### src/rtl/taus_urng_pkg.sv
package taus_urng_pkg;
  localparam int unsigned WORD_W   = 32;
  localparam int unsigned NUM_COMP = 3;

  typedef logic [WORD_W-1:0] word_t;

  // per-component constants: feedback shift, right shift, output shift, mask
  localparam int unsigned Q_TAB [NUM_COMP] = '{13, 2, 3};
  localparam int unsigned R_TAB [NUM_COMP] = '{19, 25, 11};
  localparam int unsigned K_TAB [NUM_COMP] = '{12, 4, 17};
  localparam word_t       M_TAB [NUM_COMP] = '{32'hFFFF_FFFE, 32'hFFFF_FFF8, 32'hFFFF_FFF0};

  function automatic word_t taus_step(word_t s, int unsigned q, int unsigned r,
                                      int unsigned k, word_t m);
    word_t t;
    t = ((s << q) ^ s) >> r;
    return ((s & m) << k) ^ t;
  endfunction
endpackage

### src/rtl/taus_component.sv
module taus_component
  import taus_urng_pkg::*;
#(
  parameter int unsigned Q    = 13,
  parameter int unsigned R    = 19,
  parameter int unsigned K    = 12,
  parameter word_t       MASK = 32'hFFFF_FFFE,
  parameter word_t       SEED = 32'd12345
) (
  input  logic  clk_i,
  input  logic  rst_ni,
  input  logic  load_i,
  input  logic  adv_i,
  output word_t state_o
);
  word_t state_q;

  always_ff @(posedge clk_i or negedge rst_ni) begin
    if (!rst_ni)     state_q <= SEED;
    else if (load_i) state_q <= SEED;
    else if (adv_i)  state_q <= taus_step(state_q, Q, R, K, MASK);
  end

  assign state_o = state_q;


  state_hold_chk: assert property (@(posedge clk_i) disable iff (!rst_ni)
    (!load_i && !adv_i) |=> $stable(state_q));


  no_lockup_chk: assert property (@(posedge clk_i) disable iff (!rst_ni)
    |(state_q & MASK));
endmodule

### src/rtl/taus_combined.sv
module taus_combined
  import taus_urng_pkg::*;
#(
  parameter logic [NUM_COMP*WORD_W-1:0] SEEDS = {32'd13579, 32'd67890, 32'd12345}
) (
  input  logic  clk_i,
  input  logic  rst_ni,
  input  logic  load_i,
  input  logic  adv_i,
  output word_t word_o
);
  word_t comp_st [NUM_COMP];

  for (genvar i = 0; i < NUM_COMP; i++) begin : g_comp
    taus_component #(
      .Q   (Q_TAB[i]),
      .R   (R_TAB[i]),
      .K   (K_TAB[i]),
      .MASK(M_TAB[i]),
      .SEED(SEEDS[i*WORD_W +: WORD_W])
    ) u_comp (
      .clk_i  (clk_i),
      .rst_ni (rst_ni),
      .load_i (load_i),
      .adv_i  (adv_i),
      .state_o(comp_st[i])
    );
  end

  always_comb begin
    word_o = '0;
    for (int i = 0; i < NUM_COMP; i++) word_o = word_o ^ comp_st[i];
  end


  load_word_chk: assert property (@(posedge clk_i) disable iff (!rst_ni)
    load_i |=> (word_o == (SEEDS[0 +: WORD_W] ^ SEEDS[WORD_W +: WORD_W] ^ SEEDS[2*WORD_W +: WORD_W])));
endmodule

### src/rtl/taus_urng_top.sv
module taus_urng_top
  import taus_urng_pkg::*;
#(
  parameter logic [NUM_COMP*WORD_W-1:0] SEEDS_A = {32'd13579, 32'd67890, 32'd12345},
  parameter logic [NUM_COMP*WORD_W-1:0] SEEDS_B = {32'd99991, 32'd11111, 32'd24680},
  parameter int unsigned X_W = 52
) (
  input  logic           clk_i,
  input  logic           rst_ni,
  input  logic           init_i,
  input  logic           en_i,
  output logic [X_W-1:0] x_o,
  output logic           sign_o,
  output logic           valid_o
);
  localparam int unsigned CAT_W = 2 * WORD_W;

  logic  armed_q, valid_q, adv;
  word_t word_a, word_b;
  logic [CAT_W-1:0] cat;

  assign adv = armed_q && en_i && !init_i;

  always_ff @(posedge clk_i or negedge rst_ni) begin
    if (!rst_ni) begin
      armed_q <= 1'b0;
      valid_q <= 1'b0;
    end else begin
      if (init_i) armed_q <= 1'b1;
      valid_q <= adv;
    end
  end

  taus_combined #(.SEEDS(SEEDS_A)) u_gen_a (
    .clk_i(clk_i), .rst_ni(rst_ni), .load_i(init_i), .adv_i(adv), .word_o(word_a)
  );
  taus_combined #(.SEEDS(SEEDS_B)) u_gen_b (
    .clk_i(clk_i), .rst_ni(rst_ni), .load_i(init_i), .adv_i(adv), .word_o(word_b)
  );

  assign cat     = {word_a, word_b};
  assign x_o     = cat[CAT_W-1 -: X_W];
  assign sign_o  = cat[0];
  assign valid_o = valid_q;


  valid_cause_chk: assert property (@(posedge clk_i) disable iff (!rst_ni)
    valid_o |-> $past(en_i && !init_i));


  init_clears_valid_chk: assert property (@(posedge clk_i) disable iff (!rst_ni)
    init_i |=> !valid_o);


  idle_before_init_chk: assert property (@(posedge clk_i) disable iff (!rst_ni)
    !armed_q |=> !valid_o);


  hold_out_chk: assert property (@(posedge clk_i) disable iff (!rst_ni)
    (!en_i && !init_i) |=> ($stable(x_o) && $stable(sign_o) && !valid_o));
endmodule

### config.mk
export PLATFORM = sky130hd
export DESIGN_NAME = taus_urng_top
export DESIGN_NICKNAME = d
export VERILOG_FILES = /design/src/rtl/taus_urng_pkg.sv /design/src/rtl/taus_component.sv /design/src/rtl/taus_combined.sv /design/src/rtl/taus_urng_top.sv
export SDC_FILE = /design/constraint.sdc
export NUM_CORES = 1
export LEC_CHECK = 0
export CORE_ASPECT_RATIO = 1.75
export CORE_MARGIN = 4
export CORE_UTILIZATION = 60
export DETAILED_ROUTE_END_ITERATION = 8
export HOLD_SLACK_MARGIN = 0.06
export PLACE_DENSITY = 0.85
export SLEW_MARGIN = 20
export SYNTH_ARGS = -nofsm -noshare
export SYNTH_HDL_FRONTEND = slang
export SYNTH_SLANG_ARGS = --single-unit
### constraint.sdc
create_clock -name clk_i -period 3.05 [get_ports clk_i]
set_input_delay 0.61 -clock clk_i [delete_from_list [all_inputs] [get_ports clk_i]]
set_output_delay 0.61 -clock clk_i [all_outputs]
set_load 0.01 [all_outputs]
==> metrics.csv <==
metric,value,unit
status,finished clean,
clk-insertion-delay-late,0.44,ns
post-place-ws,0.8491,ns
synth_flop_cell,dfrtp_1,
core.rowCount,62,
rsz0062_at_grt,no,
layout_min_cycle_time,2.663,ns
htreeDepth,4,
clock-root-buffer,clkbuf_16,
wl,24460,um
vias_per_cell,6.117,
place.gp.congestion,0.8613,
grt_pass1_vias,7291,
synth.avg_cell_area,10.69,sq um
cts-resized-gates,0,
ys_warn_count,0,
finalSetupTns,0,ns
syn_inst,946,
critical_path_class,reg2out,
ys_top_cells_by_area,"dfrtp_1 (37%), xnor2_1 (16%), a21bo_2 (9.9%)",
cts_tree,yes,
grt_max_degree,214,
drc,0,
vias,7175,
ctsHoldBuffers,0,
drt_iter0_markers,587,
die_h,179.8,um
slew_violations,0,
r2r_end,u_gen_b.g_comp[0].u_comp.state_o[11],
relSlewSlack,0.3209,
clockBufferDepth,2,
final_nets,940,
post-route-period-util,0.8730,
grt_overflow_total,0,
worst_pin_slew,1.019,ns
reg2reg_depth,3,
drt-wirelength-per-cell,20.85,um
hold_ws,0.1656,ns
core-area,16520,sq um
cts.sinks,189,
fp.dieW,106.1,um
hold_class,in2async,
instances_no_fill,1173,
synth_top_cell_by_area,dfrtp_1,
drive_above_1_share,0.2171,
area_delta_synth_final,10.34,%
initial_utilization,0.6121,
path_clk_slew,0.08,ns
grt_pass1_wl,39720,um
cts_setup_buffers,0,
fin_skew,0.007845,ns
max-cap-violations,0,
max_freq,375.6,MHz
place.detailed.hpwl,15150,um
startpoint_type,register,
n_antenna_cell,0,
dp.cells,1141,
timing.rr.start,armed_q,
async_reset_ff_frac,1.000,
antenna_found_initial,0,
ios,58,
dr.pass1.iters,5,
arrival,2.05,ns
final_antenna_net_count,0,
ir_worst_vdd,427.5,uV
synth.most_common_cell,xnor2_1,
synth_edf_count,0,
synth.top_cell.area_share,0.3736,
worstSetupEndpointType,output port,
cp_max_fo,4,
r2r_slack,0.88,ns
cts_made_buffers,17,
track_usage,0.2654,
synth.cell_area,10110,sq um
synth.net_count,950,
powerDensity,543.4,nW/um^2
leakagePower,0.004204,uW
synth_cell_types,23,
yosysSeqAreaShare,0.4723,
port_buffers,57,
setup_ws,0.3872,ns
die_area,19080,sq um
finalHoldViolCount,0,
synth_commonest_cells,"xnor2_1 (183), dfrtp_1 (151), a21oi_1 (149)",
critPathRequiredTime,2.44,ns
setup_viol,0,
synth-seq-cells,189,
power by group:
group | total, uW | switching, uW | leakage, uW | internal (uW)
Sequential | 2880 | 196 | 0.00243 | 2690
Clock | 2130 | 1030 | 0.000280 | 1100
Combinational | 1060 | 513 | 0.00150 | 545
critical path, cell delays in order (launching register included):
cell and delay (ns):
dfrtp_1 0.44, xnor2_1 0.17, xnor2_1 0.39, clkdlybuf4s50_1 0.63
flip-flops by register name, indices dropped and copies added, names as in the netlist:
| signal | cells |
|---|---|
| u_gen_a.g_comp.u_comp.state_o | 96 |
| u_gen_b.g_comp.u_comp.state_o | 91 |
| armed_q | 1 |
| valid_o | 1 |
cells by family after synthesis:
kind of cell | Yosys count | synth area share
compound gates | 336 | 0.2484
flops | 189 | 0.4723
xor+xnor | 183 | 0.1585
simple gates | 142 | 0.06879
buf+inv | 96 | 0.05196
area by class of cell:
| type | count | area [sq um] |
|---|---|---|
| Clock inverter | 14 | 121.4 |
| Clock buffer | 18 | 439.2 |
| Fill cell | 1252 | 5364 |
| Timing Repair Buffer | 67 | 726.9 |
| Sequential cell | 189 | 4781 |
| Tap cell | 224 | 280.3 |
| Multi-Input combinational cell | 661 | 4811 |
how the worst max path moves through the flow:
| stage | endpoint | slack, ns | start | cells past startpoint |
|---|---|---|---|---|
| CTS | x_o[41] | 0.37 | u_gen_a.g_comp[2].u_comp.state_o[21] | 3 |
| floorplan | x_o[32] | 1.40 | u_gen_a.g_comp[2].u_comp.state_o[12] | 3 |
| detailed placement | x_o[44] | 0.85 | u_gen_a.g_comp[1].u_comp.state_o[24] | 3 |
| finish | x_o[41] | 0.39 | u_gen_a.g_comp[2].u_comp.state_o[21] | 3 |
| global route | x_o[41] | 0.34 | u_gen_a.g_comp[2].u_comp.state_o[21] | 3 |
| global placement | x_o[44] | 0.84 | u_gen_a.g_comp[1].u_comp.state_o[24] | 3 |
metal layers:
metal	vias to the layer above	track usage	share of wire
li1	3295	-	-
met1	3608	0.3244	0.39
met2	209	0.4374	0.52
met3	63	0.04200	0.033
met4	0	0.1613	0.062
met5	-	0	0
stage by stage:
stage,total power [uW],utilization,cell area [sq um]
2_1_floorplan,3515,-,10110
4_1_cts,6102,0.6754,11160
6_report,6064,0.6754,11160
3_5_place_dp,3979,0.6415,10600
5_1_grt,6300,0.6754,11160
3_3_place_gp,3962,0.6415,10600
cell usage in the layout (no fill, tap or decap):
cell,instances
clkdlybuf4s50_1,54
and2_4,1
clkinv_4,3
buf_4,4
a211oi_2,10
clkbuf_16,17
inv_8,1
or2_2,1
clkbuf_8,2
dfstp_2,38
a211o_1,10
and3b_1,1
nor2_1,28
a21oi_1,149
buf_6,2
xnor2_1,183
dfrtp_1,150
nand2_1,1
and3_1,10
dfrtp_4,1
inv_6,9
a22oi_1,18
clkinv_2,1
a211oi_1,39
nand3_1,100
a21bo_2,100
a22oi_2,10
buf_12,6
Power figures use the tool's default switching activity.
